File: config.mk
export PLATFORM = sky130hd
export DESIGN_NAME = revgate_unit
export DESIGN_NICKNAME = d
export VERILOG_FILES = /design/src/rtl/revgate_pkg.sv /design/src/rtl/revgate_lane.sv /design/src/rtl/revgate_latch.sv /design/src/rtl/revgate_unit.sv
export SDC_FILE = /design/constraint.sdc
export NUM_CORES = 1
export LEC_CHECK = 0
export BUFFER_PORTS_ARGS = -buffer_cell sky130_fd_sc_hd__buf_2
export CORE_AREA = 2 2 39 41
export DETAILED_ROUTE_END_ITERATION = 6
export DIE_AREA = 0 0 41 43
export PLACE_DENSITY_LB_ADDON = 0.2
export SLEW_MARGIN = 20
export SYNTH_ARGS = -nofsm -noshare
export SYNTH_HDL_FRONTEND = slang
export SYNTH_SLANG_ARGS = --single-unit
File: constraint.sdc
create_clock -name clk -period 2.73 [get_ports clk]
set_input_delay 0.4095 -clock clk [delete_from_list [all_inputs] [get_ports clk]]
set_output_delay 0.4095 -clock clk [all_outputs]
set_load 0.01 [all_outputs]
File: src/rtl/revgate_pkg.sv
package revgate_pkg;

    typedef enum logic [2:0] {
        GS_FEYN   = 3'd0,
        GS_TOFF   = 3'd1,
        GS_FRED   = 3'd2,
        GS_PERES  = 3'd3,
        GS_DPERES = 3'd4,
        GS_MUXC   = 3'd5,
        GS_PASS6  = 3'd6,
        GS_PASS7  = 3'd7
    } gate_sel_e;

    typedef enum logic {
        LS_LOW  = 1'b0,
        LS_HIGH = 1'b1
    } latch_st_e;

    localparam int LINES = 4;

    // Two-line controlled inversion: line B flips when A is set.
    function automatic logic [3:0] g_feyn(input logic [3:0] v);
        return {v[3], v[2], v[0] ^ v[1], v[0]};
    endfunction

    // Doubly controlled inversion of line C.
    function automatic logic [3:0] g_toff(input logic [3:0] v);
        return {v[3], (v[0] & v[1]) ^ v[2], v[1], v[0]};
    endfunction

    // Controlled exchange of lines B and C under A.
    function automatic logic [3:0] g_fred(input logic [3:0] v);
        logic b_o;
        logic c_o;
        b_o = (~v[0] & v[1]) ^ (v[0] & v[2]);
        c_o = (~v[0] & v[2]) ^ (v[0] & v[1]);
        return {v[3], c_o, b_o, v[0]};
    endfunction

    function automatic logic [3:0] g_peres(input logic [3:0] v);
        return {v[3], (v[0] & v[1]) ^ v[2], v[0] ^ v[1], v[0]};
    endfunction

    function automatic logic [3:0] g_dperes(input logic [3:0] v);
        logic ab_x;
        ab_x = v[0] ^ v[1];
        return {(ab_x & v[3]) ^ (v[0] & v[1]) ^ v[2], ab_x ^ v[3], ab_x, v[0]};
    endfunction

    // Mux on B/C under A, with an XOR copy onto D and a complemented product.
    function automatic logic [3:0] g_muxc(input logic [3:0] v);
        logic m;
        m = (~v[0] & v[1]) ^ (v[0] & v[2]);
        return {(v[0] & v[1]) ^ ~v[2], m ^ v[3], m, v[0]};
    endfunction

endpackage

File: src/rtl/revgate_lane.sv
module revgate_lane
    import revgate_pkg::*;
(
    input  gate_sel_e         sel,
    input  logic [LINES-1:0]  din,
    output logic [LINES-1:0]  dout
);

    always_comb begin
        unique case (sel)
            GS_FEYN:   dout = g_feyn(din);
            GS_TOFF:   dout = g_toff(din);
            GS_FRED:   dout = g_fred(din);
            GS_PERES:  dout = g_peres(din);
            GS_DPERES: dout = g_dperes(din);
            GS_MUXC:   dout = g_muxc(din);
            GS_PASS6:  dout = din;
            GS_PASS7:  dout = din;
        endcase
    end

endmodule

File: src/rtl/revgate_latch.sv
module revgate_latch
    import revgate_pkg::*;
(
    input  logic clk,
    input  logic rst,
    input  logic en,
    input  logic d,
    output logic q,
    output logic qn
);

    latch_st_e   state_q;
    latch_st_e   state_d;
    logic [3:0]  fb_out;
    logic [3:0]  cp_out;
    logic        fb_next;
    logic        unused_garbage;

    // Gate lines: A=enable, B=stored bit (feedback), C=data, D=constant 0.
    assign fb_out  = g_muxc({1'b0, d, (state_q == LS_HIGH), en});
    assign fb_next = fb_out[1];

    // Next-state process: RISE, FALL or STAY chosen by the gate's feedback line.
    always_comb begin
        unique case (state_q)
            LS_LOW:  state_d = fb_next ? LS_HIGH : LS_LOW;
            LS_HIGH: state_d = fb_next ? LS_HIGH : LS_LOW;
        endcase
    end

    // State register.
    always_ff @(posedge clk) begin
        if (rst) state_q <= LS_LOW;
        else     state_q <= state_d;
    end

    // Output process: a Feynman copy with B tied high gives the bit and its complement.
    always_comb begin
        cp_out = g_feyn({2'b00, 1'b1, (state_q == LS_HIGH)});
        q      = cp_out[0];
        qn     = cp_out[1];
    end

    assign unused_garbage = ^{fb_out[3:2], fb_out[0], cp_out[3:2]};

    p_load_r11: assert property (@(posedge clk) disable iff (rst)
        (en) |=> (q == $past(d)));

    p_hold_r12: assert property (@(posedge clk) disable iff (rst)
        (!en) |=> (q == $past(q)));

    p_complement_r13: assert property (@(posedge clk) disable iff (rst)
        (qn != q));

endmodule

File: src/rtl/revgate_unit.sv
module revgate_unit
    import revgate_pkg::*;
#(
    parameter int LANES = 1
) (
    input  logic               clk,
    input  logic               rst,
    input  logic [2:0]         gate_sel,
    input  logic [4*LANES-1:0] vec_in,
    output logic [4*LANES-1:0] vec_out,
    input  logic               lat_en,
    input  logic               lat_d,
    output logic               lat_q,
    output logic               lat_qn
);

    localparam int DW = LINES * LANES;

    gate_sel_e       sel_e;
    logic [DW-1:0]   comb_out;

    assign sel_e = gate_sel_e'(gate_sel);

    for (genvar i = 0; i < LANES; i++) begin : g_lane
        revgate_lane u_lane (
            .sel  (sel_e),
            .din  (vec_in[i*LINES +: LINES]),
            .dout (comb_out[i*LINES +: LINES])
        );
    end

    always_ff @(posedge clk) begin
        if (rst) vec_out <= '0;
        else     vec_out <= comb_out;
    end

    revgate_latch u_latch (
        .clk (clk),
        .rst (rst),
        .en  (lat_en),
        .d   (lat_d),
        .q   (lat_q),
        .qn  (lat_qn)
    );

    p_line_a_kept_r2: assert property (@(posedge clk) disable iff (rst)
        1'b1 |=> (vec_out[0] == $past(vec_in[0])));

    p_feyn_upper_pass_r3: assert property (@(posedge clk) disable iff (rst)
        (gate_sel == 3'd0) |=> (vec_out[3:2] == $past(vec_in[3:2])));

    p_toff_b_kept_r4: assert property (@(posedge clk) disable iff (rst)
        (gate_sel == 3'd1) |=> (vec_out[1] == $past(vec_in[1])));

    p_unused_identity_r9: assert property (@(posedge clk) disable iff (rst)
        (gate_sel >= 3'd6) |=> (vec_out == $past(vec_in)));

endmodule

Yosys cells after proc, flatten, opt, wreduce, memory -nomap -nowiden
Index checks and enable logic that the tools add are counted.
Widths: inputs -> output; s select.
{"block": "word_totals", "regBits": 5, "in_bits": 11, "output_inout_bits": 6, "elab_cells": 34}
{"block": "classes", "n_eq_ne": 7, "muxes": 2, "bitwise_logic": 21, "n_reduce_logical": 2}
{"op": "$pmux 4 s7", "n": 1}
{"op": "$eq 3x3->1 const B", "n": 4}
{"op": "$xor 1x1->1", "n": 10}
{"op": "$and 1x1->1", "n": 7}
{"op": "$eq 3x2->1 const B", "n": 2}
{"op": "$not 1->1", "n": 4}
{"op": "$eq 3x1->1 const B", "n": 1}
{"op": "$logic_not 3->1", "n": 1}
{"op": "$reduce_or 2->1", "n": 1}
{"op": "$mux 1", "n": 1}

Depth between registers and ports, before layout
{"block": "depth", "ltp_word": 5, "ltp_mapped": 5, "ltp_nobuf": 5}

Cells and area by module
A second synthesis with hierarchy kept.
{"block": "hier_totals", "cells_unflattened": 48, "hier_area_um2": 394.1}
{"module": "revgate_lane", "n_inst": 1, "cells_per_inst": 36, "area_each_um2": 251.5, "seq_area_each_um2": 0.0}
{"module": "revgate_unit", "n_inst": 1, "cells_per_inst": 8, "area_each_um2": 105.1, "seq_area_each_um2": 80.1}
{"module": "revgate_latch", "n_inst": 1, "cells_per_inst": 4, "area_each_um2": 37.5, "seq_area_each_um2": 20.0}

Worst setup path before layout
Ideal clock, no wire load.
{"block": "synth_timing", "kind": "input port to flip-flop", "start": "input vec_in[0]", "end": "register vec_out[1]", "setup_time_ps": 103, "t_arrival_ps": 1151, "required_ps": 2627, "slack_ps": 1476, "cell_stages": 3, "path_buffers": 0, "cell_sequence": "ha_1 -> o22ai_1 -> a2111oi_2"}
{"block": "synth_between", "elab_chain_cells": 4, "word_cells_on_any_way": 6, "classes_between": "1 x mux; 5 x bitwise"}
{"item": "start: declaration", "line_no": "revgate_unit.sv:9", "text": "input logic [4*LANES-1:0] vec_in,"}
{"item": "$not 1->1", "line_no": "revgate_pkg.sv:35, revgate_pkg.sv:53"}
{"item": "$and 1x1->1", "line_no": "revgate_pkg.sv:35, revgate_pkg.sv:53"}
{"item": "$xor 1x1->1", "line_no": "revgate_pkg.sv:35, revgate_pkg.sv:53"}
{"item": "$pmux 4 s7 (*)", "line_no": "revgate_lane.sv:10", "text": "unique case (sel)"}
{"item": "end signal: assignment", "line_no": "revgate_unit.sv:34", "text": "else vec_out <= comb_out;"}
{"item": "end: declaration", "line_no": "revgate_unit.sv:10", "text": "output logic [4*LANES-1:0] vec_out,"}
Every way passes the cells marked *; elsewhere a longest branch is shown, timed or not. The select of a mux whose other input is x is not followed.
A chain may end at the register's enable or synchronous reset.

Final worst setup path
Same ends and word-level chain as after synthesis.

==> impl_metrics.toml <==
[global_routing]
grt_max_degree = 11
grt_use_total = 0.119
antenna_found_initial = 0
grt_first_pass_wirelength_mm = 1.42
grt_pass1_vias = 361
gr-total-overflow = 0

[sta]
layout_min_cycle_time_ps = 1290
hold_viol = 0
skew_ps = 0
clock.fmax_mhz = 776
fin_ws_ps = 1440
tns_ps = 0
rsz0062_at_grt = "no"
finalSetupViolCount = 0
worstMarginPinSlew_ps = 333
finalCritPeriodShare = 0.472
relSlewSlack = 0.775
slew_violations = 0

[power]
vdd_drop_max_mv = 0.118
cellLeakagePower_nw = 0.230
pwr_density_cell_nw_per_um2 = 467

[synthesis]
synthTopCellsByArea = "dfxtp_1, nor2_1, mux2i_1, a31oi_1, a2111oi_2"
ys_types = 23
synth_nets = 59
syn_avg_cell_area_um2 = 7.75
netlist.area_leader.share = 0.275
netlist_area_um2 = 364
postSynthCellCount = 47
synth_warnings = 0
ys_ff_latch = 5
seq_area_frac_synth = 0.275
yosys.area.top_type = "dfxtp_1"

[die]
die_w_um = 41
core_area_um2 = 1380
dieArea_um2 = 1760
chipHeight_um = 43
initial_core_util = 0.263
rows = 14
num_io_pins = 17

[cts]
clock_latency_ps = 240
cts_max_path_buffers = 2
cts_made_buffers = 3
cts.reportedPaths.clkPinSlew_ps = 40
clock_sinks = 5
cts.repair.resized = 0
cts_setup_buffers = 0
htreeDepth = 1
postCtsHoldBufs = 0
cts_tree = "yes"
ctsRootBufferMaster = "clkbuf_4"

[critical_path]
startpoint = "vec_in[0]"
slowest_stage = "a2111oi_2"
crit_fanout = 7
crit_required_ps = 2860
endpoint = "vec_out[1]$_SDFF_PP0_"
crit_family = "compound AO/OA/AOI/OAI gates"
cp-end-kind = "flip-flop"
rrSetupSlack_ps = 2130
worstPathBufferInverterCount = 1
cp-start-kind = "input port"
reg2reg_depth = 2
critPathMaxStageDelay_ps = 380
worstSetupPathType = "input port to flip-flop"
crit_cells = 4
critical_path.cell_chain = "buf_2 -> ha_1 -> o22ai_1 -> a2111oi_2"
worstPathArrival_ps = 1420

[status]
outcome = "complete, no violations"

[routing]
first_pass_iters = 3
dr.first_iter.drc_count = 5
postRouteAntennaNets = 0
via_per_inst = 4.96
drcViolationCount = 0
wl_per_cell_um = 10.5
routed_wl_um = 850
num_vias = 402

[placed_design]
place_ws_ps = 1200
gp_congestion = 0.747
port-buffer-count = 16
place_hpwl_um = 636

[final_layout]
diodes = 0
layout.nets = 78
final_common_cell = "buf_2"
drive_above_1_share = 0.323
syn_to_final_growth_pct = 32.0
layout_common_cells = "buf_2, nor2_1, dfxtp_1"

[hold_path]
hold_class = "input port to flip-flop"

[flow_run]
drv_cap = 0
-- routing by layer --
metal  track usage  part of all wire
met1         0.147              0.46
met2         0.172              0.44
met3        0.0314             0.093
met4        0.0800                 0
met5             0                 0
-- synth_stat cells --
library cell / number
ha_1: 1
mux2i_1: 3
nand2_1: 2
nor4bb_1: 1
xnor2_1: 1
nand3_1: 1
nand2b_1: 1
o21ai_0: 2
xor2_1: 1
dfxtp_1: 5
nand3b_1: 1
inv_1: 4
nor2_1: 9
o221ai_1: 1
o21bai_1: 1
o22ai_1: 1
buf_2: 2
o31ai_2: 1
a21oi_1: 2
a31oi_1: 4
nor2b_1: 1
a2111oi_2: 1
a21boi_0: 1
-- area by class of cell --
cell class | count | area (um^2)
tap | 16 | 20.0
clock buffer | 4 | 26.3
timing repair buffer | 16 | 80.1
inverter | 4 | 15.0
sequential | 5 | 100
fill | 154 | 903
multi-input combinational | 36 | 239
-- through the flow --
stage          hold slack (ps)  cells  power, W  cell area (um^2)  utilization
5_1_grt                    453     81  0.000243               480        0.347
6_report                   415     81  0.000224               480        0.347
3_5_place_dp               529     77  0.000142               454        0.328
2_1_floorplan              479     47  0.000119               364            -
4_1_cts                    411     81  0.000230               480        0.347
3_3_place_gp               503     77  0.000143               454        0.328
-- cell families after synthesis --
family	synth area share
muxes	0.0825
buffers and inverters	0.0687
AOI/OAI and AO/OA	0.282
DFF	0.275
and+or+nand+nor	0.210
adders and majority gates	0.0344
xor gates and xnor gates	0.0481
-- worst min path at each step --
| stage | start | end | slack (ps) | cells past startpoint |
|---|---|---|---|---|
| detailed placement | flip-flop | flip-flop | 530 | 2 |
| CTS | lat_d | flip-flop | 410 | 3 |
| floorplan | rst | vec_out[3]$_SDFF_PP0_ | 480 | 1 |
| finish | lat_d | flip-flop | 410 | 3 |
| global route | rst | vec_out[0]$_SDFF_PP0_ | 450 | 2 |
| global placement | flip-flop | flip-flop | 500 | 2 |
-- where the power goes --
group	leakage, nW	internal, W	switching [W]	total [W]
registers	0.0416	0.0000791	0.00000148	0.0000805
clock network	0.0150	0.0000551	0.0000281	0.0000832
logic	0.173	0.0000265	0.0000341	0.0000607
-- tightest hold or removal path: stages --
cell and delay (ps):
buf_2 70, mux2i_1 60, nor2_1 70
(Power assumes the default switching activity.)
